<file path="config.mk">
export PLATFORM = sky130hd
export DESIGN_NAME = err_inject_trig
export DESIGN_NICKNAME = d
export VERILOG_FILES = /design/src/rtl/eit_pkg.sv /design/src/rtl/eit_sync.sv /design/src/rtl/eit_sel.sv /design/src/rtl/eit_arm.sv /design/src/rtl/err_inject_trig.sv
export SDC_FILE = /design/constraint.sdc
export NUM_CORES = 1
export LEC_CHECK = 0
export BUFFER_PORTS_ARGS = -buffer_cell sky130_fd_sc_hd__buf_4
export CAP_MARGIN = 10
export CORE_AREA = 2 2 69 45
export CTS_CLUSTER_DIAMETER = 60
export CTS_CLUSTER_SIZE = 30
export DETAILED_ROUTE_END_ITERATION = 8
export DIE_AREA = 0 0 71 47
export PLACE_DENSITY = 0.82
export SLEW_MARGIN = 20
export SYNTH_ARGS = -nofsm -noshare
export SYNTH_HDL_FRONTEND = slang
export SYNTH_HIERARCHICAL = 1
export SYNTH_SLANG_ARGS = --single-unit
export TNS_END_PERCENT = 5
</file>
<file path="constraint.sdc">
create_clock -name clk -period 1.43 [get_ports clk]
set_input_delay 0 -clock clk [delete_from_list [all_inputs] [get_ports clk]]
set_output_delay 0 -clock clk [all_outputs]
set_load 0.02 [all_outputs]
</file>
<file path="src/rtl/eit_pkg.sv">
package eit_pkg;

  // One stage of the routing cascade: take the upstream result or the local bit.
  function automatic logic pick_src(input logic use_up, input logic own_bit,
                                    input logic up_res);
    return use_up ? up_res : own_bit;
  endfunction

  // Zero-to-one detection against the previous sample.
  function automatic logic rise_of(input logic cur, input logic prev);
    return cur & ~prev;
  endfunction

  // Pending-request update: a new rise wins over consumption.
  function automatic logic next_armed(input logic rise, input logic fire,
                                      input logic armed);
    if (rise)      return 1'b1;
    else if (fire) return 1'b0;
    else           return armed;
  endfunction

endpackage

</file>
<file path="src/rtl/eit_sync.sv">
module eit_sync #(
  parameter int STAGES = 2
) (
  input  logic clk,
  input  logic rst_n,
  input  logic d,
  output logic q
);
  logic [STAGES-1:0] sh;

  generate
    if (STAGES == 1) begin : g_one
      always_ff @(posedge clk) begin
        if (!rst_n) sh <= '0;
        else        sh <= d;
      end
    end else begin : g_many
      always_ff @(posedge clk) begin
        if (!rst_n) sh <= '0;
        else        sh <= {sh[STAGES-2:0], d};
      end
    end
  endgenerate

  assign q = sh[STAGES-1];
endmodule

</file>
<file path="src/rtl/eit_sel.sv">
module eit_sel
  import eit_pkg::*;
(
  input  logic use_up,
  input  logic own_bit,
  input  logic up_res,
  output logic res
);
  assign res = pick_src(use_up, own_bit, up_res);
endmodule

</file>
<file path="src/rtl/eit_arm.sv">
module eit_arm
  import eit_pkg::*;
#(
  parameter int N_TYPE = 4
) (
  input  logic              clk,
  input  logic              rst_n,
  input  logic              trig,
  input  logic              opp,
  input  logic [N_TYPE-1:0] type_en,
  output logic [N_TYPE-1:0] ins,
  output logic              armed_q,
  output logic              rise,
  output logic              fire
);
  logic prev_q;

  assign rise = rise_of(trig, prev_q);
  assign fire = opp & armed_q;
  assign ins  = {N_TYPE{fire}} & type_en;

  always_ff @(posedge clk) begin
    if (!rst_n) begin
      prev_q  <= 1'b0;
      armed_q <= 1'b0;
    end else begin
      prev_q  <= trig;
      armed_q <= next_armed(rise, fire, armed_q);
    end
  end
endmodule

</file>
<file path="src/rtl/err_inject_trig.sv">
module err_inject_trig #(
  parameter int N_PORT      = 2,
  parameter int N_BLK       = 3,
  parameter int N_TYPE      = 4,
  parameter int SYNC_STAGES = 2,
  localparam int NB = N_PORT * N_BLK,
  localparam int NI = NB * N_TYPE
) (
  input  logic          clk,
  input  logic          rst_n,
  input  logic          ext_trig_pin,
  input  logic          glb_use_pin,
  input  logic          glb_reg_trig,
  input  logic [N_PORT-1:0] port_use_glb,
  input  logic [N_PORT-1:0] port_reg_trig,
  input  logic [NB-1:0] blk_use_port,
  input  logic [NB-1:0] blk_reg_trig,
  input  logic [NI-1:0] blk_type_en,
  input  logic [NB-1:0] blk_opp,
  output logic [NI-1:0] ins_pulse
);
  // Named internal events, brought out for the bound checker.
  logic              pin_sync;
  logic              glb_res;
  logic [N_PORT-1:0] port_res;
  logic [NB-1:0]     blk_trig;
  logic [NB-1:0]     armed_vec;
  logic [NB-1:0]     rise_vec;
  logic [NB-1:0]     fire_vec;

  eit_sync #(.STAGES(SYNC_STAGES)) u_sync (
    .clk(clk), .rst_n(rst_n), .d(ext_trig_pin), .q(pin_sync)
  );

  eit_sel u_glb (
    .use_up(glb_use_pin), .own_bit(glb_reg_trig), .up_res(pin_sync), .res(glb_res)
  );

  genvar p, b;
  generate
    for (p = 0; p < N_PORT; p++) begin : g_port
      eit_sel u_port (
        .use_up(port_use_glb[p]), .own_bit(port_reg_trig[p]),
        .up_res(glb_res), .res(port_res[p])
      );
      for (b = 0; b < N_BLK; b++) begin : g_blk
        localparam int K = p * N_BLK + b;
        eit_sel u_bsel (
          .use_up(blk_use_port[K]), .own_bit(blk_reg_trig[K]),
          .up_res(port_res[p]), .res(blk_trig[K])
        );
        eit_arm #(.N_TYPE(N_TYPE)) u_arm (
          .clk(clk), .rst_n(rst_n), .trig(blk_trig[K]), .opp(blk_opp[K]),
          .type_en(blk_type_en[K*N_TYPE +: N_TYPE]),
          .ins(ins_pulse[K*N_TYPE +: N_TYPE]),
          .armed_q(armed_vec[K]), .rise(rise_vec[K]), .fire(fire_vec[K])
        );
      end
    end
  endgenerate
endmodule

</file>
==> summary.md <==
| Metric | Value |
|---|---|
| Status | finished with violations |
| Leak Pwr | slightly above 0.8 nW |
| Gr ovfl total | 0 |
| Worst Tran Pin Value | 139.4 ps |
| Dpl ws | -62.85 ps |
| DIE AREA | about 0.0033 mm2 |
| Syn_nets | 124 |
| Required time of the critical path | 1570 ps |
| Post-Syn Area | 810.8 um2 |
| Top Family by Delay on Critical Path | multiplexers |
| CP max-delay cell | dfxtp_1 |
| Final cycle utilization of the critical path | 104.4% |
| DRT antenna net count | 0 |
| Tmin final | 1494 ps |
| Std-Cell Rows | 15 |
| Worst path cell trace | mux2_4 > mux2_4 > mux2_4 > nor2b_4 > o21a_1 |
| Vias/cell | 4.452 |
| Placed Instance Area | approximately 0.0014 mm2 |
| CTS H-tree lvls | 1 |
| DR WL/cell | 12.56 um |
| Ports | 75 |
| Synthesized netlist cell count | 73 |
| Final worst slack | -63.51 ps |
| CTS root buf | clkbuf_8 |
| CP max stage delay | around 290 ps |
| Worst-Skew Late Latency | 250 ps |
| Worst hold margin | 57.77 ps |
| Max Slew Vio Count | 0 |
| Initial antenna violation count | 0 |
| CTS buffer count | 3 |
| Max Clk Rate | approximately 670 MHz |
| Global-route wire length before repair | 3.525 mm |
| DRT Pass-1 Iters | 2 |
| Worst Path Arrival | 1630 ps |
| Worst vdd ir | 0.0004205 V |
| RSZ-0062 raised after global routing | true |
| Buf/Inv on CP | 0 |
| GRT Total Usage | 14.39% |
| Vias | 828 |
| Clk pin slew, worst setup/hold paths | roughly 60 ps |
| First DRT Iteration DRCs | 1 |
| Starting Density | between 20% and 30% |
| Crit. End Element | flop |
| Max-Slew Margin vs Limit | 90.69% |
| CP Launch Type | flop |
| CTS Buffer Depth | 2 |
| Commonest non-fill, non-tap cell in the layout | buf_4 |
| Final hold vios | 0 |
| Nets | 204 |
| Pwr/cell area | 776.6 mW/mm2 |
| Worst min path class | input port to flop |
| Yosys warnings | 6 |
| Max-Cap Viols | 0 |
| Most used cell, CP | mux2_4 |
| CORE AREA | ~0.0027 mm2 |
| WL final | 2.336 mm |
| Critical path type | flop to flop |
| Syn Area/Cell | 11.11 um2 |
| Post-route cell area | 0.001474 mm2 |
| Post-CTS sizing | 0 |
| Die height | 47 um |
| Clk_skew | 0.8580 ps |
| CTS tree | built |
| Clock Sinks | 14 |
| Peak fanout along the critical path | 3 |
| Antenna diodes | 0 |
| Failing checks | negative setup slack |
| Share of cells above drive strength 1 | 76.97% |
| Residual DRC | 0 |
| Number of global-route vias before repair | 858 |
| Final setup fails | 6 |
| IO buf count | 74 |
| Most frequent cells in the layout | 74 x buf_4, 24 x and3_2, 14 x dfxtp_1, 9 x mux2_4, 8 x and2_1 |
| Die span in x | 71 um |
| Layout area overhead | 81.79% |
| Pin count of the biggest net entering global routing | 15 |
| Placer Congestion | 0.7125 |
==> worst register-to-register path: stages, from the launching register on <==
cell and delay [ps]:
dfxtp_1 290, mux2_4 250, mux2_4 280, mux2_4 270
nor2b_4 130, o21a_1 170
==> state kept, by name, summed over array words and instances (netlist names) <==
signal,count
u_sync/sh,2
g_port.g_blk.u_arm/prev_q,6
g_port.g_blk.u_arm/armed_q,6
==> per-stage QoR <==
step	total power (W)	utilization, %	setup TNS, ps	cells
floorplan	0.0005954	-	-44.44	73
global route	0.001199	54.16	-502.3	186
CTS	0.001159	54.16	-281.9	186
finish	0.001145	54.16	-243.3	186
detailed placement	0.0007630	51.77	-275.5	181
global placement	0.0007497	51.77	-171.1	181
==> path summary, 6_finish.rpt <==
path	startpoint	end	slack [ps]	depth (start not counted)
min reg2reg	u_sync/sh[0]	u_sync/sh[1]	440	1
min	rst_n	g_port[0].g_blk[0].u_arm/armed_q	60	2
max reg2reg	u_sync/sh[1]	g_port[0].g_blk[1].u_arm/armed_q	-60	5
max	u_sync/sh[1]	g_port[0].g_blk[1].u_arm/armed_q	-60	5
==> routing by layer <==
metal  track usage, %  vias to the layer above  share of wire [%]
met2            33.46                       33                 60
met1            11.37                      376                 31
li1                 -                      415                  -
met5                0                        -                  0
met3            3.433                        4                7.4
met4            7.925                        0                1.9
==> area by class of cell <==
cell class	instances	area (um2)
fill	250	1247
sequential	14	280.3
multi-input combinational	59	530.5
clock buffer	4	55.05
timing repair buffer	75	565.5
tap	34	42.54
==> report_power, final <==
group          internal (W)  total, W  switching [W]
logic              0.000209  0.000311       0.000102
registers          0.000421  0.000444      0.0000235
clock network      0.000244  0.000389       0.000145
total              0.000874   0.00114       0.000270
==> what timing repair did <==
item | CTS | global route
hold endpoints to repair | 1 | 0
hold buffers | 1 | 0
setup endpoints to repair | 6 | 6
buffers inserted | 0 | 0
pin swaps | 5 | 0
No activity file was read; power rests on OpenSTA's default activity.
